File: src/rtl/wm_pkg.sv
package wm_pkg;
    localparam int unsigned FIELD_W = 16;

    typedef struct packed {
        logic [FIELD_W-1:0] line;
        logic [FIELD_W-1:0] level;
    } wm_status_t;

    localparam wm_status_t STATUS_RESET = '{line: '0, level: '1};
endpackage

File: src/rtl/wm_level_calc.sv
module wm_level_calc #(
    parameter int unsigned PTR_W = 10
) (
    input  logic [PTR_W-1:0]          wr_pos,
    input  logic [PTR_W-1:0]          rd_pos,
    output logic [wm_pkg::FIELD_W-1:0] level,
    output logic                      empty
);
    logic [PTR_W-1:0] diff;

    always_comb begin
        diff              = wr_pos - rd_pos;
        level             = '0;
        level[PTR_W-1:0]  = diff;
        empty             = (diff == '0);
    end
endmodule

File: src/rtl/wm_min_tracker.sv
module wm_min_tracker
    import wm_pkg::*;
(
    input  logic               clk,
    input  logic               rst_n,
    input  logic               frame_start,
    input  logic               sample_valid,
    input  logic [FIELD_W-1:0] level,
    input  logic [FIELD_W-1:0] line,
    output wm_status_t         status
);
    typedef struct packed {
        logic [FIELD_W-1:0] run_min;
        logic [FIELD_W-1:0] run_line;
        wm_status_t         pub;
    } trk_state_t;

    trk_state_t s_d, s_q;

    always_comb begin
        s_d = s_q;
        if (frame_start) begin
            s_d.pub.level = s_q.run_min;
            s_d.pub.line  = s_q.run_line;
            if (sample_valid) begin
                s_d.run_min  = level;
                s_d.run_line = line;
            end else begin
                s_d.run_min  = '1;
                s_d.run_line = '0;
            end
        end else if (sample_valid && (level < s_q.run_min)) begin
            s_d.run_min  = level;
            s_d.run_line = line;
        end
    end

    always_ff @(posedge clk) begin
        if (!rst_n) begin
            s_q.run_min  <= '1;
            s_q.run_line <= '0;
            s_q.pub      <= STATUS_RESET;
        end else begin
            s_q <= s_d;
        end
    end

    assign status = s_q.pub;

    // within a frame the running minimum never rises
    assert_min_no_rise_R3: assert property (@(posedge clk) disable iff (!rst_n)
        !frame_start |=> (s_q.run_min <= $past(s_q.run_min)));

    // a frame boundary publishes what was captured before it
    assert_publish_R5: assert property (@(posedge clk) disable iff (!rst_n)
        frame_start |=> (status.level == $past(s_q.run_min)) && (status.line == $past(s_q.run_line)));

    // an unqualified sample leaves the running search untouched
    assert_invalid_ignored_R7: assert property (@(posedge clk) disable iff (!rst_n)
        (!frame_start && !sample_valid) |=> $stable(s_q.run_min) && $stable(s_q.run_line));
endmodule

File: src/rtl/wm_load_counter.sv
module wm_load_counter #(
    parameter int unsigned CNT_W = 16
) (
    input  logic             clk,
    input  logic             rst_n,
    input  logic             frame_start,
    input  logic             cache_load,
    output logic [CNT_W-1:0] count
);
    localparam logic [CNT_W-1:0] CNT_MAX = '1;

    typedef struct packed {
        logic [CNT_W-1:0] cnt;
        logic [CNT_W-1:0] pub;
    } cnt_state_t;

    cnt_state_t s_d, s_q;

    always_comb begin
        s_d = s_q;
        if (frame_start) begin
            s_d.pub = s_q.cnt;
            s_d.cnt = cache_load ? CNT_W'(1) : '0;
        end else if (cache_load && (s_q.cnt != CNT_MAX)) begin
            s_d.cnt = s_q.cnt + CNT_W'(1);
        end
    end

    always_ff @(posedge clk) begin
        if (!rst_n) begin
            s_q <= '0;
        end else begin
            s_q <= s_d;
        end
    end

    assign count = s_q.pub;

    // a full counter stays full until the frame ends
    assert_saturate_R9: assert property (@(posedge clk) disable iff (!rst_n)
        (!frame_start && s_q.cnt == CNT_MAX) |=> (s_q.cnt == CNT_MAX));

    // no load, no boundary, no count change
    assert_count_idle_R8: assert property (@(posedge clk) disable iff (!rst_n)
        (!frame_start && !cache_load) |=> $stable(s_q.cnt));
endmodule

File: src/rtl/wm_tracker.sv
module wm_tracker #(
    parameter int unsigned PTR_W = 10,
    parameter int unsigned CNT_W = 16
) (
    input  logic             clk,
    input  logic             rst_n,
    input  logic             frame_start,
    input  logic             sample_valid,
    input  logic [PTR_W-1:0] wr_pos,
    input  logic [PTR_W-1:0] rd_pos,
    input  logic [15:0]      out_line,
    input  logic             cache_load,
    output logic [31:0]      run_status,
    output logic [CNT_W-1:0] load_count,
    output logic             stall
);
    import wm_pkg::*;

    logic [FIELD_W-1:0] level;
    logic               lvl_empty;
    wm_status_t         status;

    wm_level_calc #(.PTR_W(PTR_W)) u_level (
        .wr_pos (wr_pos),
        .rd_pos (rd_pos),
        .level  (level),
        .empty  (lvl_empty)
    );

    wm_min_tracker u_min (
        .clk          (clk),
        .rst_n        (rst_n),
        .frame_start  (frame_start),
        .sample_valid (sample_valid),
        .level        (level),
        .line         (out_line),
        .status       (status)
    );

    wm_load_counter #(.CNT_W(CNT_W)) u_cnt (
        .clk         (clk),
        .rst_n       (rst_n),
        .frame_start (frame_start),
        .cache_load  (cache_load),
        .count       (load_count)
    );

    assign run_status = status;
    assign stall      = lvl_empty;

    // coinciding positions must raise the stall flag
    assert_stall_on_equal_R2: assert property (@(posedge clk) disable iff (!rst_n)
        (wr_pos == rd_pos) |-> stall);

    // distinct positions must not raise it
    assert_no_false_stall_R2: assert property (@(posedge clk) disable iff (!rst_n)
        (wr_pos != rd_pos) |-> !stall);

    // published outputs hold between frame boundaries
    assert_hold_R10: assert property (@(posedge clk) disable iff (!rst_n)
        !frame_start |=> $stable(run_status) && $stable(load_count));
endmodule

File: config.mk
export PLATFORM = sky130hd
export DESIGN_NAME = wm_tracker
export DESIGN_NICKNAME = d
export VERILOG_FILES = /design/src/rtl/wm_pkg.sv /design/src/rtl/wm_level_calc.sv /design/src/rtl/wm_min_tracker.sv /design/src/rtl/wm_load_counter.sv /design/src/rtl/wm_tracker.sv
export SDC_FILE = /design/constraint.sdc
export NUM_CORES = 1
export LEC_CHECK = 0
export ABC_CLOCK_PERIOD_IN_PS = 3100
export BUFFER_PORTS_ARGS = -buffer_cell sky130_fd_sc_hd__buf_4
export CAP_MARGIN = 20
export CORE_MARGIN = 2
export CORE_UTILIZATION = 52
export DETAILED_ROUTE_END_ITERATION = 10
export PLACE_DENSITY = 0.84
export SKIP_LAST_GASP = 1
export SLEW_MARGIN = 15
export SYNTH_ARGS = -nofsm -noshare
export SYNTH_HDL_FRONTEND = slang
export SYNTH_HIERARCHICAL = 1
export SYNTH_SLANG_ARGS = --single-unit
File: constraint.sdc
create_clock -name clk -period 3.1 [get_ports clk]
set_input_delay 0.155 -clock clk [delete_from_list [all_inputs] [get_ports clk]]
set_output_delay 0.155 -clock clk [all_outputs]
set_load 0.05 [all_outputs]
==> flow_summary_export.csv, run 1 <==
group,metric,value,unit
status,status,"finished clean",
sta,setup_tns,0,ps
global_routing,grt_max_degree,59,
worst_setup_path,arrival,3270,ps
sta,rsz0062_at_grt,"yes",
drt,dr.first_iter.drc_count,265,
drt,routed_wl,11400,um
clock_network,clk_latency,360,ps
global_routing,grt_pass1_wl,19000,um
placement,place_area,5950,sq um
synth,synth_area_per_cell,9.13,sq um
sta,period_minus_slack,2990,ps
floorplan,start_util,53.1,%
synth,synth_top_area_share,35.6,%
synth,synth_cells,592,
worst_setup_path,ff2ff_path_depth,5,
layout,n_antenna_cell,0,
sta,slew_violations,0,
floorplan,die-area,11200,sq um
global_routing,antenna_found_initial,0,
floorplan,rows,37,
drt,drcViolationCount,0,
clock_network,cts_buffer_depth,2,
drt,avgRoutedWirePerCell,14.6,um
sta,max_slew_margin,8.86,%
layout,final_nets,703,
sta,setup_viol,0,
synth,ys.flop_type,"dfxtp_1",
clock_network,cts_buffers,9,
layout,layout_common_cells,"111 x buf_4, 96 x dfxtp_1, 63 x mux2i_1",
layout,syn_to_final_growth,14.6,%
drt,via_per_inst,5.41,
sta,worstMarginPinSlew,1360,ps
synth,synth_seq_cells,96,
global_routing,grt_pass1_vias,4284,
run,drv_cap,0,
placement,gp_congestion,0.852,
worst_setup_path,required,3380,ps
global_routing,grt.total_usage,20.7,%
layout,finalInstanceArea,6190,sq um
synth,yosysTopAreaCell,"dfxtp_1",
clock_network,post_cts_buffers,0,
floorplan,die_y,106,um
clock_network,cts_tree,"built",
power,power.density,452,nW/um^2
placement,port_buffers,89,
worst_setup_path,cp-start-kind,"input pin",
placement,hpwlAfterDp,8300,um
layout,fillers,838,
layout,drive_gt1_share,24.5,%
worst_setup_path,endpoint_kind,"flip-flop",
min_path,hold_path.class,"in -> reg",
clock_network,clk_pin_slew,90,ps
sta,period_share,96.5,%
synth,synth_area_leaders,"dfxtp_1 36%, mux2i_1 12%, buf_4 7.8%",
min_path,hold_depth,2,
drt,drtPass1Iterations,4,
synth,synth_edf_count,0,
sta,skew,12.5,ps
synth,async_flop_share,0,%
clock_network,htree_levels,3,
power,ir_drop,0.000208,V
layout,final_common_cell,"buf_4",
worst_setup_path,critPathMaxFanout,6,
clock_network,root_buffer,"clkbuf_8",
synth,ys_warn_count,6,
drt,route.vias.total,4204,
sta,fmax,0.334,GHz
power,leakagePower,2.76,nW
synth,synth_cell_types,61,
sta,hold_viol,0,
global_routing,overflow,0,
worst_setup_path,path_class,"in -> reg",
synth,seq_area_frac_synth,35.6,%
floorplan,core,10200,sq um
synth,synth_area,5400,sq um
drt,ant_nets,0,
floorplan,die_w,106,um
clock_network,cts_sinks,96,
floorplan,io_pins,90,
## worst max-delay path, cell delays in order
cell	delay (ps)
buf_6	110
inv_12	40
ha_4	120
inv_2	40
fa_2	410
a21oi_4	150
o211ai_1	110
nor3_1	190
o21bai_1	110
xor2_1	180
ha_1	290
nand4_1	100
or3_4	360
o311ai_4	260
o31a_1	220
buf_4	200
mux2i_1	220
## flip-flops by register name (all words and copies together), names as in the netlist
name,cells
u_cnt/count,16
u_cnt/s_q,16
u_min/s_q,32
u_min/status,32
## stage by stage
step                hold slack [ps]  std cells  power [mW]  util (%)  worst slack [ps]
floorplan                       289        597        1.76         -             -36.8
global placement                417        761        1.89      58.4              -199
detailed placement              420        761        1.91      58.4              -297
CTS                            39.3        777        2.81      60.6              79.3
global route                   51.6        777        2.93      60.8             -29.1
finish                         56.6        777        2.80      60.8               108
## per-layer routing
layer | vias up | global-route usage, % | wire length, um
met5 | - | 0 | 0
li1 | 2093 | - | -
met1 | 1991 | 23.9 | 4820
met3 | 17 | 3.92 | 424
met2 | 103 | 37.7 | 5940
met4 | 0 | 7.71 | 192
## final timing paths
check | startpoint | endpoint | slack (ps)
hold reg to reg | u_min/status[13] | u_min/status[13] | 490
setup / recovery | wr_pos[0] | u_min/s_q[58] | 110
hold / removal | cache_load | u_cnt/s_q[16] | 60
setup reg to reg | u_cnt/s_q[16] | u_cnt/s_q[19] | 860
## kinds of logic after synthesis
logic type	count (synthesis)	share of synthesized area [%]
DFF	96	35.6
adders and majority gates	26	6.16
muxes	64	11.9
and+or+nand+nor	206	21.4
AOI/OAI and AO/OA	73	10.9
buffers and inverters	117	12.6
other	1	0.0694
xor gates and xnor gates	9	1.46
## Yosys cell counts, types with 3 or more instances
cell type,n
buf_4,56
buf_6,3
nand3_1,12
or3_2,3
o21a_1,4
and2_1,17
a21oi_1,16
mux2i_1,64
nand4_1,9
buf_2,6
nor3_1,3
nor4_1,19
xnor2_1,5
o21bai_1,3
inv_1,32
nor2b_1,37
nand2_1,39
a311o_1,16
clkbuf_1,19
ha_1,25
o21ai_0,9
dfxtp_1,96
xor2_1,4
nor2_1,43
or3_1,6
## area by class of cell
class                           instances  area, sq um  share of cell area (%)
Timing Repair Buffer                  113          856                    13.8
Sequential cell                        96         1920                    31.0
Inverter                               32          133                    2.14
Tap cell                              136          170                    2.75
Clock buffer                           10          128                    2.06
Multi-Input combinational cell        384         2890                    46.7
Clock inverter                          6         91.3                    1.47
## where the power goes
group	internal [mW]	switching (mW)	total, mW
registers	1.28	0.0374	1.32
clock network	0.460	0.446	0.906
logic	0.257	0.317	0.574
## what timing repair did
| action | in CTS | in global routing |
|---|---|---|
| setup endpoints to repair | 0 | 29 |
| hold buffers | 0 | 0 |
| resized for setup | 0 | 5 |
(Power assumes the default switching activity.)
==> inputs of run 2 (changes only) <==
--- a/config.mk
+++ b/config.mk
@@ -5,6 +5,7 @@
 export SDC_FILE = /design/constraint.sdc
 export NUM_CORES = 1
 export LEC_CHECK = 0
+export ABC_AREA = 1
 export ABC_CLOCK_PERIOD_IN_PS = 3100
 export BUFFER_PORTS_ARGS = -buffer_cell sky130_fd_sc_hd__buf_4
 export CAP_MARGIN = 20
==> run 2 against run 1 <==
Against the previous run:
- clock skew up 1.7 ps
- wire length is 1.0% lower
- flip-flop and latch count stayed put
- register-to-register slack better by 330 ps
- worst hold slack better by 56 ps
- count of clock-buffer cells in the layout shrank 1
- synthesized cell count increased by 32%
- maximum frequency is 16% higher
- highest routed layer unchanged
==> flow_summary_export.csv, run 2 <==
group,metric,value,unit
worst_setup_path,path_cells,"buf_4, inv_1, ha_1, inv_1, fa_1, nand2_1, nand2_2, nand3_4, o21ai_2, xor2_2, ha_1, nand2_1, nor4_1, nand2_1, nand2_2, buf_4, nand3_1, nand2_1, nor2_1",
synth,synth_top_area_share,35.0,%
worst_setup_path,cp_common_cell,"nand2_1",
floorplan,core,10300,sq um
layout,final_nets,871,
sta,setup_viol,0,
synth,ys_warn_count,6,
layout,finalNonFillerCells,945,
sta,finalWorstSetupSlack,517,ps
sta,rsz0062_at_grt,"no",
synth,yosysTopAreaCell,"dfxtp_1",
sta,slew_violations,0,
power,pwr-share-comb,23.1,%
power,ir_drop,0.000262,V
clock_network,cts_tree,"built",
synth,synth_edf_count,0,
placement,hpwlAfterDp,7730,um
power,p_total,3.02,mW
layout,final_common_cell,"nand2_1",
sta,hold_viol,0,
worst_setup_path,path_class,"in -> reg",
clock_network,clk_latency,370,ps
layout,fillers,1004,
clock_network,post_cts_resized,0,
layout,regArea,1920,sq um
power,clockPowerShare,32.3,%
sta,setup_tns,0,ps
worst_setup_path,arrival,2840,ps
synth,synth_area_per_cell,7.01,sq um
drt,route.vias.total,4682,
global_routing,grt_max_degree,81,
min_path,hold_path.class,"in -> reg",
global_routing,overflow,0,
worst_setup_path,crit_slowest_cell,"fa_1",
synth,synth_cell_types,40,
power,leakagePower,2.99,nW
worst_setup_path,endpoint_kind,"flip-flop",
clock_network,cts_sinks,96,
floorplan,die_y,107,um
floorplan,die_w,107,um
worst_setup_path,critPathBufInv,4,
global_routing,grt.total_usage,20.3,%
worst_setup_path,critPathMaxFanout,36,
drt,dr.first_iter.drc_count,331,
synth,seq_area_frac_synth,35.0,%
floorplan,rows,37,
clock_network,cts_hold_buffers,0,
global_routing,antenna_found_initial,0,
placement,dpl_worst_slack,168,ps
power,seqPwrFrac,44.5,%
synth,ys.flop_type,"dfxtp_1",
global_routing,grt_pass1_wl,19100,um
clock_network,cts_buffer_depth,2,
drt,ant_nets,0,
power,intPower,2.09,mW
floorplan,die-area,11400,sq um
synth,yosys-top-cells-count,"139 x nand2_1, 100 x inv_1, 96 x dfxtp_1",
worst_setup_path,critPathTopFamily,"simple AND/OR/NAND/NOR gates",
synth,synth_area_leaders,"dfxtp_1 35%, nand2_1 9.5%, buf_4 7.5%",
sta,period_share,83.3,%
sta,period_minus_slack,2580,ps
run,drv_cap,0,
floorplan,start_util,53.4,%
clock_network,htree_levels,3,
synth,synthMostInstantiatedCell,"nand2_1",
power,power.density,500,nW/um^2
worst_setup_path,worst_path_largest_cell_delay,430,ps
clock_network,root_buffer,"clkbuf_8",
clock_network,post_cts_buffers,0,
layout,layout_common_cells,"139 x nand2_1, 100 x inv_1, 96 x dfxtp_1",
layout,syn_to_final_growth,10.1,%
synth,synth_area,5490,sq um
layout,multi_input_area,2610,sq um
clock_network,clk_pin_slew,90,ps
placement,gp_congestion,0.850,
drt,routed_wl,11300,um
drt,via_per_inst,4.95,
sta,worstMarginPinSlew,1010,ps
drt,drcViolationCount,0,
floorplan,io_pins,90,
sta,max_slew_margin,32.7,%
synth,synth_cells,783,
power,switching_share,31.0,%
drt,drtPass1Iterations,4,
sta,skew,14.2,ps
power,p_switching,937,uW
layout,n_antenna_cell,0,
layout,drive_gt1_share,18.5,%
sta,fmax,0.387,GHz
drt,avgRoutedWirePerCell,11.9,um
global_routing,grt_pass1_vias,4293,
synth,synth_seq_cells,96,
placement,port_buffers,89,
clock_network,cts_buffers,9,
worst_setup_path,cp-start-kind,"input pin",
status,status,"finished clean",
worst_setup_path,required,3360,ps
placement,place_inst,929,
synth,async_flop_share,0,%
-- run 2: cell types whose count changed after synthesis, sizes merged, moves of 10 or more --
cell    change
nor2b      -37
inv        +71
o211ai     +13
o21ai      +29
nand3      +74
buf        +10
mux2i      -64
nor4       -21
nor2       +45
a311o      -16
nand2     +114
and2       -17
a21oi      +48
-- run 2: power by group through the flow --
stage	clock [mW]	combinational [mW]	sequential [mW]
final	0.978	0.700	1.35
after global routing	1.05	0.781	1.36
after floorplan	0	0.579	1.36
after global placement	0	0.680	1.37
after CTS	0.999	0.699	1.35
after detailed placement	0	0.694	1.37
-- run 2: final timing paths --
path / start / endpoint / slack, ps / depth (start not counted)
worst max register to register: u_min/s_q[53] / u_min/s_q[63] / 1190 / 11
worst min register to register: u_min/s_q[35] / u_min/status[19] / 460 / 2
worst max-delay path: wr_pos[0] / u_min/s_q[34] / 520 / 19
worst min-delay path: sample_valid / u_min/s_q[48] / 110 / 4
-- run 2: area by class of cell --
| type | count | share of cell area [%] |
|---|---|---|
| Multi-Input combinational cell | 497 | 43.1 |
| Sequential cell | 96 | 31.8 |
| Inverter | 105 | 6.52 |
| Clock inverter | 7 | 1.95 |
| Timing Repair Buffer | 95 | 11.8 |
| Tap cell | 136 | 2.81 |
| Clock buffer | 9 | 2.05 |
-- run 2: layer usage --
layer	wire length (um)	part of all wire, %	up-vias	GRT usage (%)
met1	5250	47	2078	26.5
met4	154	1.4	0	6.12
met3	596	5.3	14	4.80
met5	0	0	-	0
met2	5260	47	121	33.4
li1	-	-	2469	-
-- run 2: cell families after synthesis --
kind of cell             after synthesis  share of synthesized area (%)
other                                  1                         0.0683
buffers and inverters                195                           17.9
AO/OA/AOI/OAI                        121                           12.2
AND/OR/NAND/NOR                      337                           27.5
XOR/XNOR                               7                           1.25
flip-flops                            96                           35.0
adder cells (fa/ha/maj)               26                           6.06
-- run 2: through the flow --
step                utilization (%)  instance area [sq um]  hold WS, ps
finish                         58.8                   6050          113
global route                   58.8                   6050          102
CTS                            58.8                   6050         94.8
detailed placement             56.5                   5800          449
global placement               56.5                   5800          441
floorplan                         -                   5510          319
-- run 2: tightest hold or removal path: stages --
cell	delay, ps
buf_4	130
nand2_1	60
nand2_1	40
nand3_1	50
